`config.mk`:
```
export PLATFORM = sky130hd
export DESIGN_NAME = gpio_port_ctrl
export DESIGN_NICKNAME = d
export VERILOG_FILES = /design/src/rtl/gpio_pkg.sv /design/src/rtl/gpio_regfile.sv /design/src/rtl/gpio_in_sync.sv /design/src/rtl/gpio_pad_mux.sv /design/src/rtl/gpio_port_ctrl.sv
export SDC_FILE = /design/constraint.sdc
export NUM_CORES = 1
export LEC_CHECK = 0
export BUFFER_PORTS_ARGS = -buffer_cell sky130_fd_sc_hd__buf_4
export CORE_UTILIZATION = 40
export DETAILED_ROUTE_END_ITERATION = 7
export PLACE_DENSITY = 0.66
export SLEW_MARGIN = 20
export SYNTH_ARGS = -nofsm -noshare
export SYNTH_HDL_FRONTEND = slang
export SYNTH_SLANG_ARGS = --single-unit
export TNS_END_PERCENT = 30
```
`constraint.sdc`:
```
create_clock -name clk -period 2.6 [get_ports clk]
set_input_delay 0.52 -clock clk [delete_from_list [all_inputs] [get_ports clk]]
set_output_delay 0.52 -clock clk [all_outputs]
set_load 0.05 [all_outputs]
```
`src/rtl/gpio_pkg.sv`:
```
package gpio_pkg;

    localparam int GP_WIDTH  = 8;
    localparam int GP_ADDR_W = 3;
    localparam int GP_OVR_N  = 2;

    typedef enum logic [GP_ADDR_W-1:0] {
        SEL_DIR   = 3'd0,
        SEL_DOUT  = 3'd1,
        SEL_MASK  = 3'd2,
        SEL_OVR   = 3'd3,
        SEL_TPEN  = 3'd4,
        SEL_LEVEL = 3'd5
    } reg_sel_e;

    typedef struct packed {
        logic oe;
        logic val;
    } pad_drive_t;

    // Per-bit priority: testpoint, then override, then plain GPIO.
    function automatic pad_drive_t pick_drive(
        input logic tp_on, input logic ovr_on, input logic dir_out,
        input logic tp_v,  input logic ovr_v,  input logic dat_v);
        pad_drive_t d;
        if (tp_on) begin
            d.oe  = 1'b1;
            d.val = tp_v;
        end else if (ovr_on) begin
            d.oe  = 1'b1;
            d.val = ovr_v;
        end else begin
            d.oe  = dir_out;
            d.val = dat_v;
        end
        return d;
    endfunction

endpackage

```
`src/rtl/gpio_regfile.sv`:
```
module gpio_regfile
    import gpio_pkg::*;
#(
    parameter int W     = GP_WIDTH,
    parameter int AW    = GP_ADDR_W,
    parameter int OVR_N = GP_OVR_N
) (
    input  logic          clk,
    input  logic          rst,
    input  logic [AW-1:0] addr,
    input  logic          wr_en,
    input  logic [W-1:0]  wdata,
    input  logic [W-1:0]  pin_level,
    output logic [W-1:0]  rdata,
    output logic [W-1:0]  dir_q,
    output logic [W-1:0]  dout_q,
    output logic [W-1:0]  mask_q,
    output logic [W-1:0]  ovr_q,
    output logic [W-1:0]  tpen_q
);

    logic [W-1:0] rd_mux;

    always_ff @(posedge clk) begin
        if (rst) begin
            dir_q  <= '0;
            dout_q <= '0;
            mask_q <= '0;
            tpen_q <= '0;
        end else if (wr_en) begin
            case (addr)
                SEL_DIR:  dir_q  <= wdata;
                SEL_DOUT: dout_q <= wdata;
                SEL_MASK: mask_q <= wdata;
                SEL_TPEN: tpen_q <= wdata;
                default:  ;
            endcase
        end
    end

    // Only the lowest OVR_N bits of the override register exist.
    for (genvar i = 0; i < W; i++) begin : g_ovr
        if (i < OVR_N) begin : g_flop
            always_ff @(posedge clk) begin
                if (rst)
                    ovr_q[i] <= 1'b0;
                else if (wr_en && addr == SEL_OVR)
                    ovr_q[i] <= wdata[i];
            end
        end else begin : g_tie
            assign ovr_q[i] = 1'b0;
        end
    end

    always_comb begin
        case (addr)
            SEL_DIR:   rd_mux = dir_q;
            SEL_DOUT:  rd_mux = dout_q;
            SEL_MASK:  rd_mux = mask_q;
            SEL_OVR:   rd_mux = ovr_q;
            SEL_TPEN:  rd_mux = tpen_q;
            SEL_LEVEL: rd_mux = pin_level & ~mask_q;
            default:   rd_mux = '0;
        endcase
    end

    always_ff @(posedge clk) begin
        if (rst) rdata <= '0;
        else     rdata <= rd_mux;
    end

endmodule

```
`src/rtl/gpio_in_sync.sv`:
```
module gpio_in_sync #(
    parameter int W      = 8,
    parameter int STAGES = 2
) (
    input  logic         clk,
    input  logic [W-1:0] d_async,
    output logic [W-1:0] d_sync
);

    logic [W-1:0] stage_q [STAGES];

    for (genvar s = 0; s < STAGES; s++) begin : g_stage
        if (s == 0) begin : g_first
            always_ff @(posedge clk) stage_q[s] <= d_async;
        end else begin : g_next
            always_ff @(posedge clk) stage_q[s] <= stage_q[s-1];
        end
    end

    assign d_sync = stage_q[STAGES-1];

endmodule

```
`src/rtl/gpio_pad_mux.sv`:
```
module gpio_pad_mux
    import gpio_pkg::*;
#(
    parameter int W = GP_WIDTH
) (
    input  logic [W-1:0] dir_q,
    input  logic [W-1:0] dout_q,
    input  logic [W-1:0] ovr_q,
    input  logic [W-1:0] ovr_src,
    input  logic [W-1:0] tpen_q,
    input  logic [W-1:0] tp_sig,
    output logic [W-1:0] pad_out,
    output logic [W-1:0] pad_oe
);

    for (genvar i = 0; i < W; i++) begin : g_bit
        pad_drive_t drv;
        always_comb begin
            drv = pick_drive(tpen_q[i], ovr_q[i], dir_q[i],
                             tp_sig[i], ovr_src[i], dout_q[i]);
        end
        assign pad_out[i] = drv.val;
        assign pad_oe[i]  = drv.oe;
    end

endmodule

```
`src/rtl/gpio_port_ctrl.sv`:
```
module gpio_port_ctrl
    import gpio_pkg::*;
#(
    parameter int W  = GP_WIDTH,
    parameter int AW = GP_ADDR_W
) (
    input  logic          clk,
    input  logic          rst,
    input  logic [AW-1:0] bus_addr,
    input  logic          bus_wr,
    input  logic [W-1:0]  bus_wdata,
    output logic [W-1:0]  bus_rdata,
    input  logic          clkm_a_en,
    input  logic          clkm_b_en,
    input  logic [W-1:0]  tp_sig,
    input  logic [W-1:0]  pad_in,
    output logic [W-1:0]  pad_out,
    output logic [W-1:0]  pad_oe,
    output logic [W-1:0]  irq_lvl
);

    localparam int SYNC_STAGES = 2;

    logic [W-1:0] dir_q, dout_q, mask_q, ovr_q, tpen_q;
    logic [W-1:0] level_s;
    logic [W-1:0] ovr_src;

    always_comb begin
        ovr_src    = '0;
        ovr_src[0] = clkm_a_en;
        ovr_src[1] = clkm_b_en;
    end

    gpio_in_sync #(.W(W), .STAGES(SYNC_STAGES)) u_sync (
        .clk     (clk),
        .d_async (pad_in),
        .d_sync  (level_s)
    );

    gpio_regfile #(.W(W), .AW(AW), .OVR_N(GP_OVR_N)) u_regs (
        .clk       (clk),
        .rst       (rst),
        .addr      (bus_addr),
        .wr_en     (bus_wr),
        .wdata     (bus_wdata),
        .pin_level (level_s),
        .rdata     (bus_rdata),
        .dir_q     (dir_q),
        .dout_q    (dout_q),
        .mask_q    (mask_q),
        .ovr_q     (ovr_q),
        .tpen_q    (tpen_q)
    );

    gpio_pad_mux #(.W(W)) u_mux (
        .dir_q   (dir_q),
        .dout_q  (dout_q),
        .ovr_q   (ovr_q),
        .ovr_src (ovr_src),
        .tpen_q  (tpen_q),
        .tp_sig  (tp_sig),
        .pad_out (pad_out),
        .pad_oe  (pad_oe)
    );

    assign irq_lvl = level_s;

endmodule

```
==> flow_summary.json, run 1 <==
{
  "globalRouteOverflowTotal": 0,
  "power_density_mw_per_mm2": 657.8,
  "worstSetupStartpoint": "u_regs.tpen_q[6]",
  "cts_hold_buffers": 0,
  "yosysWarnings": 0,
  "first_iter_violations": 63,
  "skew_ps": 3.723,
  "ir_drop_mv": 0.3306,
  "synth_xor_area_share_pct": 0,
  "globalplace.congestion": 0.8041,
  "wire_per_inst_microns": 14.30,
  "insertion_delay_ps": 330,
  "arrival_ps": 1280,
  "cp.depth": 2,
  "cts_root_buffer": "clkbuf_8",
  "worst_slew_pin_slew_ps": 491.6,
  "first_pass_iters": 4,
  "n_antenna_cell": 0,
  "synth_cells": 244,
  "cpLargestDelayFamily": "flip-flops",
  "grt_pass1_wl_microns": 8659,
  "setup_viol": 0,
  "area_growth_pct": 24.92,
  "critPathLaunchType": "register",
  "cts-resized-gates": 0,
  "die_y_microns": 80.58,
  "cts_setup_buffers": 0,
  "synth_top_family_by_area": "simple AND/OR/NAND/NOR gates",
  "cp_cell_sequence": "mux2_2 > buf_4",
  "slew_violations": 0,
  "drc": 0,
  "vias_per_cell": 4.987,
  "synth.distinct_cells": 33,
  "h-tree-depth": 3,
  "initial_core_util_pct": 41.47,
  "synthesis.area_sq_mm": 0.002470,
  "synth_simple_gate_area_share_pct": 19.40,
  "worst_path_largest_cell_delay_ps": 420,
  "routed_wl_microns": 5364,
  "die_area_sq_mm": 0.006493,
  "r2r-end": "u_regs.rdata[7]",
  "r2r_slack_ps": 1480,
  "max_cap_violations": 0,
  "ios": 64,
  "min_path_type": "in -> reg",
  "grt_pass1_vias": 1760,
  "cts_buffers": 9,
  "portBuffers": 63,
  "yosys.area_share.adder_pct": 0,
  "rows": 28,
  "vias": 1870,
  "power_mw": 2.029,
  "critPathSlowestCell": "dfxtp_1",
  "setup_tns_ps": 0,
  "dp_hpwl_microns": 3596,
  "p_leak_nw": 1.293,
  "antenna_found_initial": 0,
  "clk_pin_slew_ps": 60,
  "cts_tree": "done",
  "final_hold_viol_count": 0,
  "r2r_cells": 3,
  "status": "finished clean",
  "grt_max_degree": 43,
  "cp_data_required_time_ps": 2080,
  "cp-endpoint": "pad_out[6]",
  "core_sq_mm": 0.005956,
  "die_w_microns": 80.58,
  "antenna_left": 0,
  "syn_avg_cell_area_sq_um": 10.12,
  "fin_crit_ps": 1804,
  "syn-num-nets": 276,
  "grt_util_all_layers_pct": 18.06,
  "critical_path_buf_inv_count": 1,
  "maxSlewHeadroom_pct": 67.09,
  "synth_compound_area_share_pct": 8.409,
  "crit_type": "reg -> out",
  "cp_max_fo": 4,
  "clock-sinks": 58,
  "timing.final.crit_share_pct": 69.39,
  "nNetsFinal": 328,
  "fmax_mhz": 554.3,
  "drive_gt1_share_pct": 32.00,
  "cp-end-kind": "primary output",
  "synth_seq_cells": 58,
  "synth_seq_area_share_pct": 47.01,
  "synth_mux_area_share_pct": 18.19,
  "rsz0062_at_grt": "no",
  "timing.rr.start": "u_regs.mask_q[7]",
  "clock_path_buffers": 2
}
-- where the power goes --
part / total, mW / switching, mW / internal [mW]
clock: 0.847 / 0.332 / 0.514
combinational: 0.249 / 0.150 / 0.0981
sequential: 0.934 / 0.0164 / 0.918
-- worst min-delay path by stage --
stage	startpoint	endpoint	slack (ps)	depth (start not counted)
2_1_floorplan	u_sync.stage_q[0][2]	u_sync.stage_q[0][10]	310	0
3_3_place_gp	u_sync.stage_q[0][2]	u_sync.stage_q[0][10]	310	0
3_5_place_dp	u_sync.stage_q[0][6]	u_sync.stage_q[0][14]	310	0
4_1_cts	pad_in[0]	u_sync.stage_q[0][0]	270	1
5_1_grt	pad_in[4]	u_sync.stage_q[0][4]	270	1
6_report	pad_in[0]	u_sync.stage_q[0][0]	290	1
-- stage by stage --
stage / worst slack [ps] / instance area (sq um) / hold WS (ps) / utilization (%) / cells
after floorplan: 420.5 / 2470 / 309.6 / - / 244
final: 795.8 / 3085 / 287.4 / 51.81 / 375
after global placement: 747.0 / 2882 / 309.9 / 48.38 / 360
after detailed placement: 742.3 / 2882 / 312.1 / 48.38 / 360
after global routing: 746.1 / 3085 / 267.5 / 51.81 / 375
after CTS: 779.3 / 3085 / 269.8 / 51.81 / 375
-- cells by family (layout without fill, tap and decap cells) --
logic type,Yosys count,after routing
flip-flops,58,58
multiplexers,44,44
AND/OR/NAND/NOR,86,86
buffers and inverters,24,80
AO/OA/AOI/OAI,32,32
-- sequential cells by signal, summed over array words and instances, names as in the netlist --
signal,count
u_regs.ovr_q,2
u_sync.stage_q,16
u_regs.dir_q,8
u_regs.rdata,8
u_regs.mask_q,8
u_regs.dout_q,8
u_regs.tpen_q,8
-- cell type report --
cell class              instances  area (sq um)
fillers                       563          2870
inverters                       1         3.754
well taps                      75         93.84
flip-flops and latches         58          1161
multi-input cells             162          1142
clock inverters                 2         35.03
repair buffers                 64         480.5
clock buffers                  13         168.9
-- per-layer routing --
layer | GRT usage [%] | up-vias | wire, microns
li1 | - | 943 | -
met1 | 23.00 | 869 | 2511
met2 | 27.71 | 52 | 2521
met3 | 3.977 | 6 | 274
met4 | 10.71 | 0 | 56
met5 | 0 | - | 0
-- synth_stat cells (all sizes together) --
cell type	number	area share, %
inv	1	0.15
a21oi	13	2.6
and4bb	2	1.0
mux2	7	3.2
a32oi	1	0.35
nand2	20	3.0
or2	12	3.0
or3	4	1.0
clkbuf	4	0.61
or4b	1	0.41
nor2	26	4.0
nor4bb	1	0.41
o21ai	3	0.61
o221ai	1	0.35
a21o	4	1.2
nor2b	5	1.3
nand3b	4	1.2
buf	19	6.2
nor4b	1	0.96
a2bb2oi	1	0.35
and2b	1	0.30
and3b	4	1.4
a31oi	1	0.25
dfxtp	58	47
mux2i	37	15
nand4b	1	0.35
o22ai	2	0.51
nand2b	4	1.0
a221oi	6	2.1
-- worst reg2reg max path: cells and delay by family, from the launching register on --
family,cells,cell delay (ps)
AO/OA/AOI/OAI,2,530
AND/OR/NAND/NOR,1,160
flip-flops,1,320
-- placed cells by master (no fill, tap or decap), types with 4 or more instances in the layout --
cell,synthesis,layout
nor2_1,26,26
and3b_1,4,4
nand2_1,20,20
buf_4,11,64
a21oi_1,13,13
mux2_2,7,7
or2_1,4,4
or3_1,4,4
a221oi_1,6,6
dfxtp_1,58,58
nor2b_1,5,5
mux2i_1,37,37
or2_2,7,7
nand3b_1,4,4
nand2b_1,4,4
clkbuf_8,0,12
a21o_1,4,4
No activity file was read; power rests on OpenSTA's default activity.
==> run 2: changes to the inputs <==
- clock period: 2.6 -> 1.7 ns (I/O delays scaled with it)
==> run 2 against run 1 <==
  * First-iteration DRC count rose by 11%
  * Non-clock buffer count increased by 5
  * Worst hold slack worse by 170 ps
  * Die area unchanged
  * Cell area hardly changed
  * Sequential power grew 53%
  * Global-route usage is 0.14 points lower
  * Clock skew increased by 2.0 ps
  * Critical path depth did not move
  * Combinational power is 57% higher
  * Largest cell class unchanged
  * Largest power group unchanged
==> flow_summary.json, run 2 (synthesis gave the netlist of run 1 again) <==
{
  "status": "finished clean",
  "portBuffers": 63,
  "antenna_left": 0,
  "cts-resized-gates": 0,
  "cp_max_fo": 4,
  "rsz0062_at_grt": "no",
  "largest_register_ffs": 16,
  "power_density_mw_per_mm2": 936.6,
  "r2r_cells": 3,
  "initial_core_util_pct": 41.47,
  "min_path_type": "in -> reg",
  "p_leak_nw": 1.299,
  "fin_crit_ps": 1601,
  "grt_pass1_vias": 1730,
  "rows": 28,
  "nNetsFinal": 333,
  "r2r-end": "u_regs.rdata[4]",
  "wire_per_inst_microns": 14.21,
  "grt_util_all_layers_pct": 17.91,
  "setup_tns_ps": 0,
  "cp-end-kind": "primary output",
  "timing.final.ws_setup_ps": 98.90,
  "cts_buffers": 9,
  "area_growth_pct": 24.82,
  "hp-start": "pad_in[1]",
  "globalplace.congestion": 0.7938,
  "antenna_found_initial": 0,
  "fmax_mhz": 624.6,
  "insertion_delay_ps": 330,
  "vias_per_cell": 5.005,
  "arrival_ps": 1260,
  "clk_pin_slew_ps": 60,
  "slew_violations": 0,
  "power_mw": 2.888,
  "vias": 1907,
  "clock_path_buffers": 2,
  "die_w_microns": 80.58,
  "final_hold_viol_count": 0,
  "holdPathEnd": "u_sync.stage_q[0][1]",
  "dp_hpwl_microns": 3763,
  "die_area_sq_mm": 0.006493,
  "timing.final.crit_share_pct": 94.18,
  "worst_slew_pin_slew_ps": 500.5,
  "routed_wl_microns": 5414,
  "grt_max_degree": 28,
  "setup_viol": 0,
  "grt_pass1_wl_microns": 8521,
  "maxSlewHeadroom_pct": 66.49,
  "die_y_microns": 80.58,
  "cp_data_required_time_ps": 1360,
  "finalNonFillerCells": 381,
  "drc": 0,
  "ios": 64,
  "cts_setup_buffers": 0,
  "core_sq_mm": 0.005956,
  "final_cell_mix": "69 x buf_4, 58 x dfxtp_1, 37 x mux2i_1",
  "cts_root_buffer": "clkbuf_8",
  "clock-sinks": 58,
  "min_path_cells": 1,
  "dp_cells": 365,
  "regMostFlops": "u_sync.stage_q",
  "n_antenna_cell": 0,
  "max_cap_violations": 0,
  "drive_gt1_share_pct": 32.68,
  "cts_tree": "done",
  "ir_drop_mv": 0.4530,
  "globalRouteOverflowTotal": 0,
  "skew_ps": 5.686,
  "final_common_cell": "buf_4",
  "crit_type": "reg -> out",
  "cts_hold_buffers": 0,
  "r2r_slack_ps": 580,
  "timing.rr.start": "u_regs.mask_q[4]",
  "dpl_worst_slack_ps": 165.6,
  "final_util_pct": 51.76,
  "first_pass_iters": 4,
  "first_iter_violations": 70,
  "critPathLaunchType": "register",
  "h-tree-depth": 3
}
run 2: layout make-up:
cell class | count | area (sq um)
Clock buffer | 13 | 148.9
Clock inverter | 3 | 15.01
Fill cell | 563 | 2873
Inverter | 1 | 3.754
Multi-Input combinational cell | 162 | 1142
Sequential cell | 58 | 1161
Tap cell | 75 | 93.84
Timing Repair Buffer | 69 | 518.0
run 2: where the power goes:
group	internal, mW	switching [mW]	leakage (nW)
Sequential	1.40	0.0252	0.475
Combinational	0.158	0.233	0.736
Clock	0.562	0.505	0.0872
Total	2.12	0.764	1.30
run 2: worst max-delay path, stage by stage, from the launching register on:
cell	delay (ps)
dfxtp_1	400
mux2_2	350
buf_4	190
run 2: metrics by stage:
stage / hold WS [ps] / area, sq um
finish: 112.6 / 3083
global route: 87.30 / 3083
CTS: 96.45 / 3083
detailed placement: 313.2 / 2919
global placement: 310.0 / 2919
floorplan: 309.6 / 2470
run 2: worst max path at each step:
stage	from	to	slack, ps	cells after the start
final	u_regs.tpen_q[4]	pad_out[4]	100	2
after global routing	u_regs.tpen_q[4]	pad_out[4]	40	2
after CTS	u_regs.tpen_q[4]	pad_out[4]	90	2
after detailed placement	bus_addr[1]	u_regs.dir_q[7]	170	5
after global placement	bus_addr[1]	u_regs.dir_q[3]	190	4
after floorplan	u_regs.ovr_q[1]	pad_out[1]	-150	2
run 2: metal layers:
layer  vias to the layer above  routed length [microns]  track usage (%)
met5                         -                        0                0
met4                         0                       75            8.036
met3                         8                      255            6.477
met2                        41                     2374            25.08
met1                       906                     2709            24.24
li1                        952                        -                -
==> run 3: changes to the inputs <==
- BUFFER_PORTS_ARGS: -buffer_cell sky130_fd_sc_hd__buf_4 -> -buffer_cell sky130_fd_sc_hd__buf_2
- CORE_UTILIZATION: 40 -> 52
- PLACE_DENSITY: 0.66 -> 0.89
==> run 3 against run 2 <==
  * Non-clock buffer count up 2
  * First-iteration DRC count up 87%
  * Critical path depth did not move
  * Wire length is 2.7% lower
  * Fmax shrank 1.7%
  * Sequential power hardly changed
  * Final cell count down 5.5%
  * Worst hold slack worse by 3.2 ps
  * Global-route usage grew 4.6 points
  * Total power rose by 5.2%
==> flow_summary.json, run 3 (synthesis gave the netlist of run 1 again) <==
{
  "die_w_microns": 70.92,
  "dpl_cell_area_sq_mm": 0.002748,
  "critPathLaunchType": "register",
  "cts_setup_buffers": 0,
  "skew_ps": 9.645,
  "regMostFlops": "u_sync.stage_q",
  "combPwrFrac_pct": 11.7,
  "cp_data_required_time_ps": 1360,
  "swShare_pct": 24.89,
  "rsz0062_at_grt": "no",
  "routed_wl_microns": 5268,
  "final_common_cell": "buf_2",
  "antenna_left": 0,
  "cp-end-kind": "primary output",
  "final_cell_mix": "63 x buf_2, 58 x dfxtp_1, 37 x mux2i_1",
  "nNetsFinal": 335,
  "finalNonFillerCells": 360,
  "timing.final.crit_share_pct": 95.77,
  "fin_crit_ps": 1628,
  "clk_pin_slew_ps": 60,
  "grt_pass1_vias": 1937,
  "antenna_found_initial": 0,
  "power.internal_mw": 2.282,
  "rows": 24,
  "status": "finished clean",
  "vias": 1943,
  "maxSlewHeadroom_pct": 67.66,
  "grt_max_degree": 27,
  "power_mw": 3.039,
  "cts_hold_buffers": 0,
  "clock_path_buffers": 2,
  "slew_violations": 0,
  "initial_core_util_pct": 55.20,
  "clock-sinks": 58,
  "globalRouteOverflowTotal": 0,
  "drive_gt1_share_pct": 33.12,
  "cts_tree": "done",
  "die_area_sq_mm": 0.005030,
  "fmax_mhz": 614.2,
  "min_path_cells": 1,
  "area_growth_pct": 19.25,
  "dpl_worst_slack_ps": 197.0,
  "wire_per_inst_microns": 14.63,
  "crit_type": "reg -> out",
  "dp_cells": 344,
  "power_switching_uw": 756.5,
  "dp_hpwl_microns": 3736,
  "pwr-share-seq_pct": 47.0,
  "clkPwrFrac_pct": 41.3,
  "drc": 0,
  "cp_max_fo": 4,
  "p_leak_nw": 1.288,
  "globalplace.congestion": 0.8040,
  "setup_viol": 0,
  "portBuffers": 63,
  "die_y_microns": 70.92,
  "ios": 64,
  "h-tree-depth": 3,
  "insertion_delay_ps": 330,
  "largest_register_ffs": 16,
  "r2r_cells": 3,
  "ir_drop_mv": 0.7130,
  "max_cap_violations": 0,
  "arrival_ps": 1290,
  "grt_pass1_wl_microns": 8611,
  "worst_slew_pin_slew_ps": 483.0,
  "final_hold_viol_count": 0,
  "grt_util_all_layers_pct": 22.50,
  "core_sq_mm": 0.004474,
  "min_path_type": "in -> reg",
  "setup_tns_ps": 0,
  "cts-resized-gates": 0,
  "power_density_mw_per_mm2": 1032,
  "fin_hold_ws_ps": 109.4,
  "final_area_sq_mm": 0.002945,
  "final_util_pct": 65.83,
  "cts_root_buffer": "clkbuf_8",
  "first_iter_violations": 131,
  "cts_buffers": 9,
  "first_pass_iters": 6,
  "timing.final.ws_setup_ps": 71.84,
  "n_antenna_cell": 0,
  "vias_per_cell": 5.397
}
==> run 3: cell types whose count changed in the layout (fill, tap and decap cells not counted), sizes merged <==
cell    change
clkbuf      +1
clkinv      -2
bufinv      +1
buf         +2
==> run 3: worst paths after layout <==
| path | from | slack [ps] | endpoint |
|---|---|---|---|
| worst max-delay path | u_regs.tpen_q[7] | 70 | pad_out[7] |
| worst min-delay path | pad_in[0] | 110 | u_sync.stage_q[0][0] |
| worst max register to register | u_regs.tpen_q[3] | 570 | u_regs.rdata[3] |
| worst min register to register | u_sync.stage_q[0][5] | 330 | u_sync.stage_q[0][13] |
==> run 3: final cells by class <==
cell class	instances	area (sq um)
fillers	358	1529
flip-flops and latches	58	1161
multi-input cells	162	1142
repair buffers	71	375.4
clock buffers	14	162.7
well taps	52	65.06
clock inverters	2	35.03
inverters	1	3.754
==> run 3: worst max-delay path, stage by stage (launching register included) <==
cell and delay, ps:
dfxtp_1 400, mux2_2 350, buf_2 210
==> run 3: per-layer routing <==
metal	GRT usage, %	vias to the layer above	share of wire [%]
met2	37.61	78	47
met4	9.556	0	1.7
li1	-	958	-
met1	26.56	897	44
met5	0	-	0
met3	7.407	10	6.9
==> run 3: power groups by stage <==
stage	logic, mW	clock network [mW]	registers, mW
floorplan	0.247	0	1.47
global placement	0.345	0	1.46
detailed placement	0.353	0	1.46
CTS	0.355	1.28	1.43
global route	0.377	1.34	1.43
finish	0.356	1.25	1.43
